File: src/rtl/xlate_pkg.sv
package xlate_pkg;

   typedef enum logic [2:0] {
      XS_IDLE,
      XS_PASS,
      XS_WALK,
      XS_DRAIN,
      XS_FWRITE,
      XS_ERESP
   } xl_state_e;

   typedef enum logic [1:0] {
      XV_MISS,
      XV_OK,
      XV_UNMAPPED,
      XV_READONLY
   } xl_verdict_e;

   localparam logic [1:0] FCODE_NONE     = 2'd0;
   localparam logic [1:0] FCODE_UNMAPPED = 2'd1;
   localparam logic [1:0] FCODE_READONLY = 2'd2;

   function automatic xl_verdict_e classify(input logic hit, input logic mapped,
                                            input logic writable, input logic is_wr);
      xl_verdict_e v;
      if (!hit)                  v = XV_MISS;
      else if (!mapped)          v = XV_UNMAPPED;
      else if (is_wr && !writable) v = XV_READONLY;
      else                       v = XV_OK;
      return v;
   endfunction

endpackage

File: src/rtl/xlate_ctrl.sv
module xlate_ctrl
   import xlate_pkg::*;
(
   input  logic        clk,
   input  logic        rst_n,
   input  logic        cfg_active,
   input  logic        cfg_irq_en,
   input  logic        in_valid,
   input  logic        in_last,
   input  xl_verdict_e verdict,
   input  logic        walk_done,
   input  logic        mem_ready,
   input  logic        fw_ready,
   input  logic        er_ready,
   output logic        in_ready,
   output logic        fwd_valid,
   output logic        lk_req,
   output logic        walk_req,
   output logic        fw_valid,
   output logic        er_valid,
   output logic        take_page,
   output logic        fault_stb,
   output logic [1:0]  fault_code
);

   xl_state_e st_q, st_d;

   always_ff @(posedge clk or negedge rst_n) begin
      if (!rst_n) st_q <= XS_IDLE;
      else        st_q <= st_d;
   end

   always_comb begin
      st_d       = st_q;
      in_ready   = 1'b0;
      fwd_valid  = 1'b0;
      lk_req     = 1'b0;
      walk_req   = 1'b0;
      fw_valid   = 1'b0;
      er_valid   = 1'b0;
      take_page  = 1'b0;
      fault_stb  = 1'b0;
      fault_code = FCODE_NONE;
      case (st_q)
         XS_IDLE: begin
            if (in_valid) begin
               if (!cfg_active) begin
                  take_page = 1'b1;
                  st_d      = XS_PASS;
               end else begin
                  lk_req = 1'b1;
                  case (verdict)
                     XV_MISS: st_d = XS_WALK;
                     XV_OK: begin
                        take_page = 1'b1;
                        st_d      = XS_PASS;
                     end
                     XV_UNMAPPED: begin
                        fault_stb  = 1'b1;
                        fault_code = FCODE_UNMAPPED;
                        st_d       = XS_DRAIN;
                     end
                     default: begin
                        fault_stb  = 1'b1;
                        fault_code = FCODE_READONLY;
                        st_d       = XS_DRAIN;
                     end
                  endcase
               end
            end
         end
         XS_PASS: begin
            fwd_valid = in_valid;
            in_ready  = mem_ready;
            if (in_valid && mem_ready && in_last) st_d = XS_IDLE;
         end
         XS_WALK: begin
            walk_req = 1'b1;
            if (walk_done) st_d = XS_IDLE;
         end
         XS_DRAIN: begin
            in_ready = 1'b1;
            if (in_valid && in_last) st_d = cfg_irq_en ? XS_FWRITE : XS_ERESP;
         end
         XS_FWRITE: begin
            fw_valid = 1'b1;
            if (fw_ready) st_d = XS_ERESP;
         end
         XS_ERESP: begin
            er_valid = 1'b1;
            if (er_ready) st_d = XS_IDLE;
         end
         default: st_d = XS_IDLE;
      endcase
   end

   AST_ONE_OUTPUT: assert property (@(posedge clk) disable iff (!rst_n)
      $onehot0({fwd_valid, walk_req, fw_valid, er_valid, lk_req})) else $error("outputs overlap");
   AST_WALK_HOLDS: assert property (@(posedge clk) disable iff (!rst_n)
      walk_req |-> !in_ready) else $error("flit taken during walk");
   AST_WALK_PERSIST: assert property (@(posedge clk) disable iff (!rst_n)
      walk_req && !walk_done |=> walk_req) else $error("walk dropped");
   AST_FW_GATED: assert property (@(posedge clk) disable iff (!rst_n)
      fw_valid |-> cfg_irq_en) else $error("fault write while disabled");
   AST_ERR_AFTER_FW: assert property (@(posedge clk) disable iff (!rst_n)
      $rose(er_valid) && cfg_irq_en |-> $past(fw_valid)) else $error("error before fault write");

endmodule

File: src/rtl/xlate_page_reg.sv
module xlate_page_reg #(
   parameter int VPN_W    = 20,
   parameter int PPN_W    = 28,
   parameter int PG_OFF   = 12,
   parameter bit ROUTE_EN = 1'b1,
   parameter logic [PPN_W+PG_OFF-1:0] IRQ_BASE = '0,
   parameter logic [PPN_W+PG_OFF-1:0] IRQ_MASK = '0
) (
   input  logic             clk,
   input  logic             rst_n,
   input  logic             take_page,
   input  logic             use_xlate,
   input  logic [VPN_W-1:0] vpn,
   input  logic [PPN_W-1:0] ppn,
   output logic [PPN_W-1:0] page_q,
   output logic             route_q
);

   localparam int PA_W  = PPN_W + PG_OFF;
   localparam int EXT_W = PPN_W - VPN_W;

   logic [PPN_W-1:0] page_d;
   logic [PA_W-1:0]  page_addr;

   generate
      if (EXT_W > 0) begin : g_zext
         assign page_d = use_xlate ? ppn : {{EXT_W{1'b0}}, vpn};
      end else begin : g_same
         assign page_d = use_xlate ? ppn : vpn;
      end
   endgenerate

   assign page_addr = {page_d, {PG_OFF{1'b0}}};

   always_ff @(posedge clk or negedge rst_n) begin
      if (!rst_n)         page_q <= '0;
      else if (take_page) page_q <= page_d;
   end

   generate
      if (ROUTE_EN) begin : g_route
         always_ff @(posedge clk or negedge rst_n) begin
            if (!rst_n)         route_q <= 1'b0;
            else if (take_page) route_q <= ((page_addr & IRQ_MASK) == IRQ_BASE);
         end
      end else begin : g_noroute
         logic unused_addr;
         assign unused_addr = ^page_addr;
         assign route_q = 1'b0;
      end
   endgenerate

endmodule

File: src/rtl/xlate_fault_log.sv
module xlate_fault_log #(
   parameter int VA_W  = 32,
   parameter int SRC_W = 8
) (
   input  logic             clk,
   input  logic             rst_n,
   input  logic             fault_stb,
   input  logic [1:0]       fault_code,
   input  logic [VA_W-1:0]  vaddr,
   input  logic [SRC_W-1:0] src,
   output logic [VA_W-1:0]  flt_vaddr,
   output logic [1:0]       flt_code,
   output logic [SRC_W-1:0] flt_src
);

   always_ff @(posedge clk or negedge rst_n) begin
      if (!rst_n) begin
         flt_vaddr <= '0;
         flt_code  <= '0;
         flt_src   <= '0;
      end else if (fault_stb) begin
         flt_vaddr <= vaddr;
         flt_code  <= fault_code;
         flt_src   <= src;
      end
   end

   AST_FAULT_LATCHED: assert property (@(posedge clk) disable iff (!rst_n)
      fault_stb |=> flt_code != 2'd0) else $error("fault code not latched");
   AST_LOG_HOLDS: assert property (@(posedge clk) disable iff (!rst_n)
      !fault_stb |=> $stable(flt_vaddr) && $stable(flt_src)) else $error("log changed");

endmodule

File: src/rtl/dma_xlate_front.sv
module dma_xlate_front
   import xlate_pkg::*;
#(
   parameter int VA_W       = 32,
   parameter int PA_W       = 40,
   parameter int PG_OFF     = 12,
   parameter int DATA_W     = 64,
   parameter int SRC_W      = 8,
   parameter int LINE_BYTES = 64,
   parameter bit ROUTE_EN   = 1'b1,
   parameter logic [PA_W-1:0] IRQ_BASE = 40'hF0_0000_0000,
   parameter logic [PA_W-1:0] IRQ_MASK = 40'hFF_0000_0000,
   localparam int VPN_W = VA_W - PG_OFF,
   localparam int PPN_W = PA_W - PG_OFF
) (
   input  logic              clk,
   input  logic              rst_n,
   input  logic              cfg_active,
   input  logic              cfg_irq_en,
   input  logic [31:0]       cfg_irq_addr_lo,
   input  logic [31:0]       cfg_irq_addr_hi,
   input  logic              in_valid,
   output logic              in_ready,
   input  logic [VA_W-1:0]   in_addr,
   input  logic              in_write,
   input  logic [DATA_W-1:0] in_data,
   input  logic [SRC_W-1:0]  in_src,
   input  logic              in_last,
   output logic              lk_req,
   output logic [VPN_W-1:0]  lk_vpn,
   input  logic              lk_hit,
   input  logic              lk_mapped,
   input  logic              lk_writable,
   input  logic [PPN_W-1:0]  lk_ppn,
   output logic              walk_req,
   input  logic              walk_done,
   output logic              mem_valid,
   input  logic              mem_ready,
   output logic [PA_W-1:0]   mem_addr,
   output logic              mem_write,
   output logic [DATA_W-1:0] mem_data,
   output logic [SRC_W-1:0]  mem_src,
   output logic              mem_last,
   output logic              mem_route,
   output logic              fw_valid,
   input  logic              fw_ready,
   output logic [63:0]       fw_addr,
   output logic              er_valid,
   input  logic              er_ready,
   output logic [SRC_W-1:0]  er_src,
   output logic [VA_W-1:0]   flt_vaddr,
   output logic [1:0]        flt_code,
   output logic [SRC_W-1:0]  flt_src
);

   localparam int LINE_LOG = $clog2(LINE_BYTES);

   generate
      if (PA_W < VA_W)         $error("physical width below virtual width");
      if (PG_OFF <= LINE_LOG)  $error("page must exceed one line");
      if (PA_W > 64)           $error("physical width above 64");
      if ((1 << LINE_LOG) != LINE_BYTES) $error("line size not a power of two");
   endgenerate

   xl_verdict_e      verdict;
   logic             take_page;
   logic             fault_stb;
   logic [1:0]       fault_code;
   logic [PPN_W-1:0] page_q;
   logic             route_q;

   assign lk_vpn  = in_addr[VA_W-1:PG_OFF];
   assign verdict = classify(lk_hit, lk_mapped, lk_writable, in_write);

   xlate_ctrl u_ctrl (
      .clk        (clk),
      .rst_n      (rst_n),
      .cfg_active (cfg_active),
      .cfg_irq_en (cfg_irq_en),
      .in_valid   (in_valid),
      .in_last    (in_last),
      .verdict    (verdict),
      .walk_done  (walk_done),
      .mem_ready  (mem_ready),
      .fw_ready   (fw_ready),
      .er_ready   (er_ready),
      .in_ready   (in_ready),
      .fwd_valid  (mem_valid),
      .lk_req     (lk_req),
      .walk_req   (walk_req),
      .fw_valid   (fw_valid),
      .er_valid   (er_valid),
      .take_page  (take_page),
      .fault_stb  (fault_stb),
      .fault_code (fault_code)
   );

   xlate_page_reg #(
      .VPN_W    (VPN_W),
      .PPN_W    (PPN_W),
      .PG_OFF   (PG_OFF),
      .ROUTE_EN (ROUTE_EN),
      .IRQ_BASE (IRQ_BASE),
      .IRQ_MASK (IRQ_MASK)
   ) u_page (
      .clk       (clk),
      .rst_n     (rst_n),
      .take_page (take_page),
      .use_xlate (cfg_active),
      .vpn       (lk_vpn),
      .ppn       (lk_ppn),
      .page_q    (page_q),
      .route_q   (route_q)
   );

   xlate_fault_log #(
      .VA_W  (VA_W),
      .SRC_W (SRC_W)
   ) u_log (
      .clk        (clk),
      .rst_n      (rst_n),
      .fault_stb  (fault_stb),
      .fault_code (fault_code),
      .vaddr      (in_addr),
      .src        (in_src),
      .flt_vaddr  (flt_vaddr),
      .flt_code   (flt_code),
      .flt_src    (flt_src)
   );

   assign mem_addr  = {page_q, in_addr[PG_OFF-1:0]};
   assign mem_write = in_write;
   assign mem_data  = in_data;
   assign mem_src   = in_src;
   assign mem_last  = in_last;
   assign mem_route = route_q;
   assign fw_addr   = {cfg_irq_addr_hi, cfg_irq_addr_lo};
   assign er_src    = flt_src;

   AST_BYPASS_NO_LOOKUP: assert property (@(posedge clk) disable iff (!rst_n)
      !cfg_active |-> !lk_req) else $error("lookup in bypass");
   AST_SAME_PAGE: assert property (@(posedge clk) disable iff (!rst_n)
      mem_valid && mem_ready && !mem_last |=>
         !mem_valid || mem_addr[PA_W-1:PG_OFF] == $past(mem_addr[PA_W-1:PG_OFF]))
      else $error("page changed inside packet");
   AST_LINE_FIT: assert property (@(posedge clk) disable iff (!rst_n)
      in_valid && in_ready && !in_last |=>
         !in_valid || in_addr[VA_W-1:LINE_LOG] == $past(in_addr[VA_W-1:LINE_LOG]))
      else $error("packet crosses a line");
   AST_NO_FWD_IN_FAULT: assert property (@(posedge clk) disable iff (!rst_n)
      fault_stb |=> !mem_valid) else $error("faulty flit forwarded");

endmodule

File: config.mk
export PLATFORM = sky130hd
export DESIGN_NAME = dma_xlate_front
export DESIGN_NICKNAME = d
export VERILOG_FILES = /design/src/rtl/xlate_pkg.sv /design/src/rtl/xlate_ctrl.sv /design/src/rtl/xlate_page_reg.sv /design/src/rtl/xlate_fault_log.sv /design/src/rtl/dma_xlate_front.sv
export SDC_FILE = /design/constraint.sdc
export NUM_CORES = 1
export LEC_CHECK = 0
export BUFFER_PORTS_ARGS = -buffer_cell sky130_fd_sc_hd__buf_2
export CAP_MARGIN = 10
export CORE_AREA = 3 3 179 181
export CTS_CLUSTER_SIZE = 40
export DETAILED_ROUTE_END_ITERATION = 7
export DIE_AREA = 0 0 182 184
export SLEW_MARGIN = 30
export SYNTH_ARGS = -nofsm -noshare
export SYNTH_HDL_FRONTEND = slang
export SYNTH_HIERARCHICAL = 1
export SYNTH_SLANG_ARGS = --single-unit
File: constraint.sdc
create_clock -name clk -period 2.4 [get_ports clk]
set_input_delay 0.12 -clock clk [delete_from_list [all_inputs] [get_ports clk]]
set_output_delay 0.12 -clock clk [all_outputs]
set_load 0.05 [all_outputs]
; ---- Word-level counts from Yosys, hierarchy flattened
; Cells that the tools add are included.
[word_totals]
input_bits = 210
output_inout_bits = 255
reg_bits = 74
[op_classes]
eq_ne = 14
n_reduce_logical = 9
n_mux = 34
[op_table]
columns = op, count
row1 = 2-to-1 mux 28 bit, 1
row2 = 2-to-1 mux 3 bit, 7
row3 = one-hot mux 3 bit (6 select lines), 1
row4 = 2-to-1 mux 1 bit, 16
row5 = 2-to-1 mux 2 bit, 6
row6 = == test 8 bit (second input constant), 1
row7 = inequality test 2 bit (second input constant), 4
row8 = one-hot mux 2 bit (2 select lines), 2
row9 = == test 3 x 2 -> 1 bit (second input constant), 2
row10 = == test 3 bit (second input constant), 2
row11 = AND reduction 6 bit, 1
row12 = logical AND 1 bit, 4
row13 = inequality test 2 x 1 -> 1 bit (second input constant), 2
row14 = == test 3 x 1 -> 1 bit (second input constant), 1
row15 = zero test 3 bit, 1
row16 = == test 2 x 1 -> 1 bit (second input constant), 1
row17 = == test 2 bit (second input constant), 1
row18 = zero test 2 bit, 1
row19 = one-hot mux 1 bit (2 select lines), 1
row20 = OR reduction 2 bit, 1
row21 = zero test 1 bit, 1

; ---- Logic depth before layout (Yosys ltp)
; Gate-level depths: netlist of run 1.
[logic_depth]
word_depth = 11
ltp_mapped = 8
ltp_nobuf = 6

; ---- Hierarchy
; Netlist of run 1, hierarchy kept.
[modules_own_cells]
columns = mod, area_per_inst_um2, cells_each, instances
row1 = xlate_fault_log, 1765.4, 89, 1
row2 = dma_xlate_front, 1356.3, 181, 1
row3 = xlate_page_reg, 1318.8, 126, 1
row4 = xlate_ctrl, 320.3, 38, 1

; ---- Worst setup path before layout of run 1
; Ideal clock, no wire load.
[synth_timing]
path_type = register to register
from = reg u_ctrl.st_q[0]
to = reg u_log.flt_code[0]
setup_ps = 125
setup_slack_ps = 194
synth_period_minus_slack_ps = 2206
path_stages_with_launch = 9
n_path_buf = 3
t_arrival_ps = 2081
t_required_ps = 2275
cell_sequence = dfrtp_1 buf_6 nor4b_1 and2_1 nand2_1 inv_1 buf_6 buf_12 mux2_4
[synth_via]
elab_chain_cells = 2
[synth_rtl]
columns = item, line
row1 = "start, declared", xlate_ctrl.sv:26  ; xl_state_e st_q, st_d;
row2 = "start signal, assigned", xlate_ctrl.sv:30  ; else st_q <= st_d;
row3 = zero test 3 bit, xlate_ctrl.sv:44  ; case (st_q)
row4 = 2-to-1 mux 1 bit, xlate_ctrl.sv:44
row5 = named net fault_stb, dma_xlate_front.sv:67  ; logic fault_stb;
row6 = "end signal, assigned", xlate_fault_log.sv:23  ; flt_code <= fault_code;
row7 = "end, declared", xlate_fault_log.sv:12  ; output logic [1:0] flt_code,
; The timed path passes the listed nets, and every way through them passes these cells.
; A chain may end at the register's enable or synchronous reset.

; ---- Worst setup path after layout of run 1
[layout_timing]
from = reg u_ctrl.st_q[2]
to = reg u_log.flt_vaddr[29]
[layout_via]
elab_chain_cells = 2
[layout_rtl]
columns = item, line
row1 = zero test 3 bit, xlate_ctrl.sv:44
row2 = 2-to-1 mux 1 bit, xlate_ctrl.sv:44
row3 = named net fault_stb, dma_xlate_front.sv:67
row4 = "end signal, assigned", xlate_fault_log.sv:22  ; flt_vaddr <= vaddr;
row5 = "end, declared", xlate_fault_log.sv:11  ; output logic [VA_W-1:0] flt_vaddr,
; The timed path passes the listed nets, and every way through them passes these cells.

==> results.py, run 1 <==
metrics = {
    "synthesis": {
        "synth_top_area_share_pct": 38.90,
        "postSynth.asyncResetShare_pct": 100.0,
        "synthTopCellsByArea": "sky130_fd_sc_hd__dfrtp_1, sky130_fd_sc_hd__buf_4, sky130_fd_sc_hd__mux2_4",
        "part_of_the_yosys_area_used_for_sequential_elements_pct": 38.90,
        "synth_cell_types": 30,
        "ys.warnings.count": 6,
        "post_synth_inst_count": 434,
        "synth_area_per_cell_um2": 10.97,
        "postSynthNetCount": 644,
        "synth_flop_cell": "sky130_fd_sc_hd__dfrtp_1",
        "synth_edf_count": 0,
        "netlist_area_um2": 4761,
        "post-synth-top-area-cell": "sky130_fd_sc_hd__dfrtp_1",
        "ys_ff_latch": 74,
    },
    "final_layout": {
        "insertedDiodeCount": 0,
        "share_of_cells_above_drive_strength_1_pct": 57.76,
        "mostFrequentLayoutCells": "sky130_fd_sc_hd__buf_2, sky130_fd_sc_hd__dfrtp_1, sky130_fd_sc_hd__mux2_4",
        "finalInstanceArea_um2": 5316,
        "finalNetCount": 690,
        "layout-area-overhead-vs-synth_pct": 11.67,
        "post_layout_nonfiller_instances": 879,
        "mostFrequentLayoutCell": "sky130_fd_sc_hd__buf_2",
        "final_core_util_pct": 17.38,
    },
    "routing": {
        "remaining_drcs": 0,
        "drt-wirelength-per-cell_um": 14.80,
        "vias_per_cell": 3.378,
        "first_pass_iters": 4,
        "totalWireLength_um": 13010,
        "route.antenna.remaining_nets": 0,
        "vias": 2969,
        "drt_iter0_markers": 48,
    },
    "cts": {
        "htree_levels": 3,
        "cts_tree": "yes",
        "cts_hold_buffers": 12,
        "ctsLongestPathBuffers": 2,
        "cts_resized": 0,
        "post_cts.repair.setup_buffers": 0,
        "clock_buffers_created_by_tritoncts": 9,
        "cts_root_buf": "sky130_fd_sc_hd__clkbuf_16",
        "clock_sinks": 74,
        "worstSkewPairLatency_ps": 340,
        "clkTransAtPathRegs_ps": 70,
    },
    "timing": {
        "setup-tns-final_ps": 0,
        "tightestPinTransition_ps": 556.4,
        "grt_setup_unrepaired": "false",
        "layout_worst_path_cycle_share_pct": 89.68,
        "slew_headroom_pct": 62.40,
        "period_needed_ps": 2152,
        "finalClockSkew_ps": 8.875,
        "timing.final.ws_setup_ps": 247.7,
        "maxClockFrequency_mhz": 464.6,
        "final-max-slew-violation-count": 0,
        "setup_viol_count_final": 0,
        "final-hold-violation-count": 0,
    },
    "worst_hold_path": {
        "hold_path.class": "primary input to flop",
    },
    "place": {
        "detailed_place_hpwl_um": 10080,
        "dp_cells": 853,
        "io_buffer_count": 208,
        "placer_congestion": 0.6994,
        "placed_cell_area_um2": 4881,
        "place_ws_ps": 252.1,
    },
    "die": {
        "io_pins": 465,
        "core_area_um2": 30590,
        "dieWidth_um": 182,
        "floorplan.initialDensity_pct": 15.56,
        "chipHeight_um": 184,
        "std_cell_rows": 64,
        "dieArea_um2": 33490,
    },
    "worst_setup_path": {
        "worstSetupStartpointType": "flop",
        "criticalPathCategory": "flop to flop",
        "critical_path.endpoint_type": "flop",
        "worstPathRequired_ps": 2630,
        "worstPathArrival_ps": 2380,
        "timing.critical_path.fanout_max": 39,
    },
    "power": {
        "vdd_ir_drop_max_uv": 570.6,
        "internal_power_uw": 3978,
        "switching_power_uw": 4193,
        "clockPowerShare_pct": 18.4,
        "static-leakage-power_uw": 0.002635,
        "pd_cells_nw_per_um2": 1537,
        "seq_power_share_pct": 26.6,
        "share_comb_of_total_power_pct": 55.0,
        "power.switching_fraction_pct": 51.32,
    },
    "run": {
        "maxCapViolCount": 0,
    },
    "global_route": {
        "global_route.overflow_total": 0,
        "maximum_number_of_pins_on_one_net_before_global_route_repair": 40,
        "groute.usage.overall_pct": 7.471,
        "grt_pass1_vias": 3014,
        "global_route_wire_length_before_repair_um": 18410,
        "antenna_violations_before_repair": 0,
    },
    "run_status": {
        "status": "finished, final reports clean",
    },
}
## synth_stat cells (all sizes together) (2+ instances only)
library cell	instances
nor2b	5
nor2	25
buf	194
nand2	6
and2	4
inv	9
dfrtp	74
nand3	8
a21oi	20
a41o	2
mux2	43
nor4bb	2
mux2i	21
o21ai	8
nand2b	4
nor4b	2
## critical path, stage by stage (launching register included)
cell and delay [ps]:
sky130_fd_sc_hd__dfrtp_1 470, sky130_fd_sc_hd__nor4b_1 420, sky130_fd_sc_hd__and2_1 210, sky130_fd_sc_hd__nand2_1 90, sky130_fd_sc_hd__inv_2 120, sky130_fd_sc_hd__buf_12 260, sky130_fd_sc_hd__mux2_2 380
## final cells by class
type	count	area, µm²
clock inverter	4	76.32
inverter	9	33.78
sequential	74	1852
timing repair buffer	229	1256
tap	396	495.5
clock buffer	10	239.0
multi-input combinational	157	1364
fill	3403	25270
## registers in the layout (all words and copies together) (netlist names)
signal and cells:
u_log/flt_vaddr 32, u_page/page_q 28, u_log/flt_src 8, u_ctrl/st_q 3
u_log/flt_code 2, u_page/route_q 1
## power by group through the flow
stage / logic [µW] / registers, µW / clock network, µW
6_report: 4490 / 2180 / 1500
5_1_grt: 4700 / 2270 / 1630
3_5_place_dp: 4530 / 2190 / 0
4_1_cts: 4540 / 2190 / 1590
3_3_place_gp: 4480 / 2190 / 0
2_1_floorplan: 2200 / 4170 / 0
## final timing paths
check                                    startpoint                   to  slack (ps)  cells past startpoint
worst max-delay path                 u_ctrl/st_q[2]  u_log/flt_vaddr[29]         250                      6
worst min-delay path                     in_addr[3]   u_log/flt_vaddr[3]          30                      2
worst max register to register       u_ctrl/st_q[2]  u_log/flt_vaddr[29]         250                      6
worst min register to register  u_log/flt_vaddr[29]  u_log/flt_vaddr[29]         500                      1
max in group asynchronous                     rst_n    u_page/page_q[24]        1470                      3
min in group asynchronous                     rst_n   u_log/flt_vaddr[1]         310                      2
## per-stage QoR
step	hold slack, ps	power [µW]
after floorplan	-175.6	6370
after global placement	142.0	6671
after detailed placement	149.2	6716
after CTS	0.5283	8323
after global routing	2.898	8596
final	28.90	8171
## cell families after synthesis
family                 count (synthesis)  synth area share (%)
and+or+nand+nor                       57                 6.124
DFF                                   74                 38.90
muxes                                 64                 17.82
buffers and inverters                203                 32.59
AOI/OAI and AO/OA                     36                 4.573
## metal layers
layer,up-vias,global-route usage (%),wire length (µm),part of all wire (%)
met2,193,12.39,6146,47
met1,1349,7.102,4412,34
li1,1336,-,-,-
met5,-,0,0,0
met4,0,6.947,1148,8.8
met3,91,2.928,1302,10
(Power assumes the default switching activity.)
==> run 2: changes to the inputs <==
--- a/config.mk
+++ b/config.mk
@@ -11,6 +11,7 @@
 export CTS_CLUSTER_SIZE = 40
 export DETAILED_ROUTE_END_ITERATION = 7
 export DIE_AREA = 0 0 182 184
+export MAX_ROUTING_LAYER = met4
 export SLEW_MARGIN = 30
 export SYNTH_ARGS = -nofsm -noshare
 export SYNTH_HDL_FRONTEND = slang
==> run 2 against run 1 <==
  * Routed wire length barely moved
  * First-iteration DRC count up 10%
  * Setup slack worse by 5.0 ps
  * Critical path depth unchanged
  * Design area stayed put
  * Die area unchanged
  * Clock skew decreased by 0.88 ps
  * Register-to-register slack about the same
  * Combinational power hardly changed
  * Clock power about the same
  * Cell count unchanged
  * Count of clock-buffer cells in the layout did not move
  * Largest cell class unchanged
  * Highest routed layer unchanged
==> results.py, run 2 (synthesis results as in run 1) <==
metrics = {
    "cts": {
        "post_cts.repair.setup_buffers": 0,
        "clkTransAtPathRegs_ps": 70,
        "htree_levels": 3,
        "cts_tree": "yes",
        "cts_root_buf": "sky130_fd_sc_hd__clkbuf_16",
        "clock_buffers_created_by_tritoncts": 9,
        "clock_sinks": 74,
        "ctsLongestPathBuffers": 2,
        "worstSkewPairLatency_ps": 340,
    },
    "global_route": {
        "antenna_violations_before_repair": 0,
        "global_route.overflow_total": 0,
        "maximum_number_of_pins_on_one_net_before_global_route_repair": 40,
        "global_route_wire_length_before_repair_um": 18410,
        "grt_pass1_vias": 3016,
        "groute.usage.overall_pct": 7.691,
    },
    "routing": {
        "totalWireLength_um": 13020,
        "vias": 2975,
        "vias_per_cell": 3.385,
        "drt-wirelength-per-cell_um": 14.81,
        "route.antenna.remaining_nets": 0,
        "remaining_drcs": 0,
        "drt_iter0_markers": 53,
        "first_pass_iters": 3,
    },
    "worst_setup_path": {
        "worstPathRequired_ps": 2630,
        "timing.critical_path.fanout_max": 39,
        "cp_slowest_cell": "sky130_fd_sc_hd__dfrtp_1",
        "worstPathCellList": "nor4b_1 -> and2_1 -> nand2_1 -> inv_2 -> buf_12 -> mux2_2",
        "critical-path-top-delay-family": "simple AND/OR/NAND/NOR gates",
        "worstPathArrival_ps": 2380,
        "critical_path_buf_inv_count": 2,
        "worstSetupStartpointType": "flop",
        "criticalPathCategory": "flop to flop",
        "critical_path.endpoint_type": "flop",
        "delay_contributed_by_the_slowest_stage_of_the_critical_path_ps": 470,
    },
    "power": {
        "internal_power_uw": 3978,
        "power.switching_fraction_pct": 51.33,
        "static-leakage-power_uw": 0.002635,
        "pd_cells_nw_per_um2": 1537,
        "vdd_ir_drop_max_uv": 570.5,
        "switching_power_uw": 4195,
        "clockPowerShare_pct": 18.4,
        "share_comb_of_total_power_pct": 55.0,
        "seq_power_share_pct": 26.7,
    },
    "die": {
        "std_cell_rows": 64,
        "dieWidth_um": 182,
        "floorplan.initialDensity_pct": 15.56,
        "io_pins": 465,
        "dieArea_um2": 33490,
        "core_area_um2": 30590,
        "chipHeight_um": 184,
    },
    "timing": {
        "grt_setup_unrepaired": "false",
        "finalClockSkew_ps": 7.990,
        "layout_worst_path_cycle_share_pct": 89.89,
        "tightestPinTransition_ps": 551.2,
        "final-hold-violation-count": 0,
        "setup_viol_count_final": 0,
        "period_needed_ps": 2157,
        "slew_headroom_pct": 62.76,
        "setup-tns-final_ps": 0,
        "maxClockFrequency_mhz": 463.5,
        "final-max-slew-violation-count": 0,
    },
    "final_layout": {
        "share_of_cells_above_drive_strength_1_pct": 57.76,
        "top_register_by_number_of_flip_flops": "u_log/flt_vaddr",
        "layout-area-overhead-vs-synth_pct": 11.67,
        "insertedDiodeCount": 0,
        "final_core_util_pct": 17.38,
        "finalNetCount": 690,
        "mostFrequentLayoutCells": "sky130_fd_sc_hd__buf_2, sky130_fd_sc_hd__dfrtp_1, sky130_fd_sc_hd__mux2_4",
        "largest_reg_flops": 32,
        "mostFrequentLayoutCell": "sky130_fd_sc_hd__buf_2",
        "layout_top_registers": "u_log/flt_vaddr: 32 flops, u_page/page_q: 28 flops, u_log/flt_src: 8 flops",
    },
    "place": {
        "detailed_place_hpwl_um": 10080,
        "placer_congestion": 0.7071,
        "io_buffer_count": 208,
    },
    "worst_hold_path": {
        "hold_path.class": "primary input to flop",
    },
    "run": {
        "maxCapViolCount": 0,
    },
    "run_status": {
        "status": "finished, final reports clean",
    },
}
==> run 2: path summary, 6_finish.rpt <==
path,startpoint,end,slack (ps),cells past startpoint
max in group asynchronous,rst_n,u_ctrl/st_q[0],1470,3
min in group asynchronous,rst_n,u_log/flt_vaddr[1],310,2
hold / removal,in_addr[6],u_log/flt_vaddr[6],30,2
setup reg to reg,u_ctrl/st_q[2],u_log/flt_vaddr[29],240,6
setup / recovery,u_ctrl/st_q[2],u_log/flt_vaddr[29],240,6
hold reg to reg,u_log/flt_vaddr[5],u_log/flt_vaddr[5],500,1
==> run 2: cell type report <==
cell class	instances	area, µm²
clock buffer	10	239.0
clock inverter	4	76.32
fill	3403	25270
inverter	9	33.78
multi-input combinational	157	1364
sequential	74	1852
tap	396	495.5
timing repair buffer	229	1256
==> run 2: metal layers <==
layer	track usage, %	routed length (µm)	vias to the layer above
li1	-	-	1336
met1	7.175	4430	1356
met2	12.36	6178	192
met3	2.829	1272	91
met4	6.947	1139	0
met5	-	0	-
==> run 2: timing repair <==
action | CTS | global route
endpoints found under the hold margin | 47 | 0
resized for setup | 0 | 0
hold buffers | 12 | 0
==> run 2: worst reg2reg max path: cells and delay by family (launching register included) <==
family	cells	cell delay [ps]
multiplexers	1	470
buffers and inverters	2	380
AND/OR/NAND/NOR	3	730
flip-flops	1	470
==> run 2: power groups by stage <==
stage               Clock [µW]  Sequential, µW  Combinational [µW]
floorplan                    0            4170                2200
global placement             0            2190                4480
detailed placement           0            2190                4530
CTS                       1590            2190                4540
global route              1630            2270                4700
finish                    1500            2180                4490
==> run 2: stage by stage <==
step	hold WS [ps]	cells	power [µW]	cell area, µm²	setup WS [ps]
6_report	29.86	879	8173	5316	242.7
5_1_grt	2.893	879	8594	5316	137.7
4_1_cts	0.5283	879	8323	5316	251.2
3_5_place_dp	149.2	853	6716	4881	252.1
3_3_place_gp	142.0	853	6671	4881	342.1
2_1_floorplan	-175.6	434	6370	4761	194.0
==> run 3: changes to the inputs <==
--- a/config.mk
+++ b/config.mk
@@ -5,12 +5,13 @@
 export SDC_FILE = /design/constraint.sdc
 export NUM_CORES = 1
 export LEC_CHECK = 0
+export ABC_AREA = 1
 export BUFFER_PORTS_ARGS = -buffer_cell sky130_fd_sc_hd__buf_2
 export CAP_MARGIN = 10
-export CORE_AREA = 3 3 179 181
+export CORE_AREA = 3 3 178 180
 export CTS_CLUSTER_SIZE = 40
 export DETAILED_ROUTE_END_ITERATION = 7
-export DIE_AREA = 0 0 182 184
+export DIE_AREA = 0 0 181 183
 export MAX_ROUTING_LAYER = met4
 export SLEW_MARGIN = 30
 export SYNTH_ARGS = -nofsm -noshare
==> run 3 against run 2 <==
  * Total power shrank 2.7%
  * Via count is 23% higher
  * Design area is 0.94% higher
  * Critical endpoint is now u_log/flt_src[2]
  * Critical path depth increased by 2
  * Critical path type unchanged
  * Highest routed layer unchanged
  * Synthesized cell count grew 34%
==> results.py, run 3 <==
metrics = {
    "run_status": {
        "status": "finished, final reports clean",
    },
    "timing": {
        "period_needed_ps": 1830,
        "slew_headroom_pct": 55.55,
        "timing.final.ws_setup_ps": 569.9,
        "setup_viol_count_final": 0,
        "final-max-slew-violation-count": 0,
        "final-hold-violation-count": 0,
        "finalClockSkew_ps": 11.51,
        "setup-tns-final_ps": 0,
        "tightest_hold_margin_ps": 28.32,
        "grt_setup_unrepaired": "false",
        "layout_worst_path_cycle_share_pct": 76.25,
        "maxClockFrequency_mhz": 546.4,
        "tightestPinTransition_ps": 665.8,
    },
    "synthesis": {
        "synth_cell_types": 25,
        "synth.cells.most_frequent": "sky130_fd_sc_hd__buf_4, sky130_fd_sc_hd__nand2_1, sky130_fd_sc_hd__dfrtp_1, sky130_fd_sc_hd__nor2_1, sky130_fd_sc_hd__o21ai_0",
        "postSynthNetCount": 790,
        "ys_ff_latch": 74,
        "post_synth_inst_count": 580,
        "synth_edf_count": 0,
        "synth_flop_cell": "sky130_fd_sc_hd__dfrtp_1",
        "synth_top_area_share_pct": 39.50,
        "netlist_area_um2": 4688,
        "postSynth.asyncResetShare_pct": 100.0,
        "ys.warnings.count": 6,
        "synthTopCellsByArea": "sky130_fd_sc_hd__dfrtp_1, sky130_fd_sc_hd__buf_4, sky130_fd_sc_hd__nand2_1",
        "post-synth-top-area-cell": "sky130_fd_sc_hd__dfrtp_1",
        "yosys.cell_count.top_type": "sky130_fd_sc_hd__buf_4",
        "synth_area_per_cell_um2": 8.083,
        "part_of_the_yosys_area_used_for_sequential_elements_pct": 39.50,
    },
    "die": {
        "floorplan.initialDensity_pct": 15.45,
        "chipHeight_um": 183,
        "dieArea_um2": 33120,
        "core_area_um2": 30350,
        "dieWidth_um": 181,
        "std_cell_rows": 64,
        "io_pins": 465,
    },
    "worst_setup_path": {
        "delay_contributed_by_the_slowest_stage_of_the_critical_path_ps": 450,
        "critical_path.endpoint_type": "flop",
        "timing.critical_path.fanout_max": 42,
        "r2r_slack_ps": 570,
        "worstPathCellList": "nor2_2 -> nand2_2 -> nor2_4 -> nand2_2 -> inv_2 -> inv_8 -> nand2_2 -> nand2_1",
        "worstPathRequired_ps": 2620,
        "critical_path_buf_inv_count": 2,
        "cp_slowest_cell": "sky130_fd_sc_hd__dfrtp_1",
        "criticalPathCategory": "flop to flop",
        "worstSetupStartpointType": "flop",
        "critical-path-top-delay-family": "simple AND/OR/NAND/NOR gates",
        "worstPathArrival_ps": 2050,
        "critPathMostFrequentCell": "sky130_fd_sc_hd__nand2_2",
    },
    "cts": {
        "cts_resized": 0,
        "clkTransAtPathRegs_ps": 70,
        "cts_root_buf": "sky130_fd_sc_hd__clkbuf_16",
        "clock_buffers_created_by_tritoncts": 9,
        "ctsLongestPathBuffers": 2,
        "worstSkewPairLatency_ps": 340,
        "clock_sinks": 74,
        "post_cts.repair.setup_buffers": 0,
        "cts_hold_buffers": 27,
        "cts_tree": "yes",
        "htree_levels": 3,
    },
    "place": {
        "placer_congestion": 0.7885,
        "detailed_place_hpwl_um": 12050,
        "io_buffer_count": 208,
        "place_ws_ps": 523.3,
    },
    "final_layout": {
        "fill_cells": 3456,
        "largest_reg_flops": 32,
        "finalNetCount": 844,
        "flip_flop_and_latch_area_um2": 1852,
        "multiInputGateArea_um2": 1237,
        "mostFrequentLayoutCells": "sky130_fd_sc_hd__buf_2, sky130_fd_sc_hd__nand2_1, sky130_fd_sc_hd__dfrtp_1",
        "layout_top_registers": "u_log/flt_vaddr: 32 flops, u_page/page_q: 28 flops, u_log/flt_src: 8 flops",
        "layout-area-overhead-vs-synth_pct": 14.46,
        "mostFrequentLayoutCell": "sky130_fd_sc_hd__buf_2",
        "share_of_cells_above_drive_strength_1_pct": 40.38,
        "top_register_by_number_of_flip_flops": "u_log/flt_vaddr",
    },
    "routing": {
        "drt-wirelength-per-cell_um": 15.11,
        "vias": 3667,
        "vias_per_cell": 3.540,
        "totalWireLength_um": 15650,
        "remaining_drcs": 0,
        "route.antenna.remaining_nets": 0,
        "drt_iter0_markers": 143,
        "first_pass_iters": 4,
    },
    "global_route": {
        "groute.usage.overall_pct": 9.303,
        "maximum_number_of_pins_on_one_net_before_global_route_repair": 43,
        "antenna_violations_before_repair": 2,
        "global_route_wire_length_before_repair_um": 22370,
        "global_route.overflow_total": 0,
        "grt_pass1_vias": 3560,
    },
    "power": {
        "static-leakage-power_uw": 0.002923,
        "pd_cells_nw_per_um2": 1482,
        "vdd_ir_drop_max_uv": 374.1,
        "post-layout-total-power_uw": 7955,
    },
    "run": {
        "maxCapViolCount": 0,
    },
    "worst_hold_path": {
        "hold_path.class": "primary input to flop",
    },
}
[run 3: cell count changes after synthesis, sizes merged, moves of 3 or more]
| cell | delta |
|---|---|
| o21ai | +36 |
| a21oi | -19 |
| nor2 | +9 |
| inv | +12 |
| nand2 | +180 |
| and2 | -3 |
| nor2b | -5 |
| mux2i | -21 |
| mux2 | -43 |
| buf | +4 |
| nand3 | +6 |
| nand2b | -4 |
[run 3: tightest hold or removal path: cells and delay by family]
family	cells	cell delay [ps]
simple gates	2	110
buf+inv	1	100
[run 3: metrics by stage]
step | utilization (%) | cells | area (µm²)
2_1_floorplan | - | 580 | 4688
3_3_place_gp | 15.76 | 992 | 4782
3_5_place_dp | 15.76 | 992 | 4782
4_1_cts | 17.67 | 1035 | 5364
5_1_grt | 17.68 | 1036 | 5366
6_report | 17.68 | 1036 | 5366
[run 3: report_power, final]
| part | switching [µW] | total (µW) | internal, µW |
|---|---|---|---|
| Sequential | 358 | 2180 | 1820 |
| Combinational | 3440 | 4360 | 923 |
| Clock | 571 | 1420 | 846 |
[run 3: routing by layer]
| metal | GRT usage (%) | wire length, µm |
|---|---|---|
| met3 | 4.502 | 1835 |
| met4 | 5.210 | 705 |
| met1 | 10.17 | 6076 |
| met2 | 13.90 | 7036 |
| met5 | - | 0 |
[run 3: final timing paths]
check	cells past startpoint	end	from
min in group asynchronous	2	u_page/page_q[27]	rst_n
max	8	u_log/flt_src[2]	u_ctrl/st_q[0]
min reg2reg	2	u_log/flt_vaddr[25]	u_log/flt_vaddr[25]
max in group asynchronous	3	u_log/flt_vaddr[19]	rst_n
max reg2reg	8	u_log/flt_src[2]	u_ctrl/st_q[0]
min	3	u_log/flt_vaddr[23]	in_addr[23]
[run 3: final cells by class]
cell class,instances,share of cell area [%]
flip-flops and latches,74,34.51
repair buffers,242,25.69
multi-input cells,286,23.06
well taps,396,9.233
clock buffers,10,4.453
inverters,21,1.655
clock inverters,6,1.352
diodes,1,0.04663
[run 3: cell families (layout without fill, tap and decap cells)]
| group | Yosys count | after routing | share of synthesized area, % |
|---|---|---|---|
| other | 0 | 1 | 0 |
| AO/OA/AOI/OAI | 48 | 48 | 5.471 |
| flip-flops | 74 | 74 | 39.50 |
| AND/OR/NAND/NOR | 238 | 238 | 20.87 |
| buffers and inverters | 220 | 279 | 34.16 |
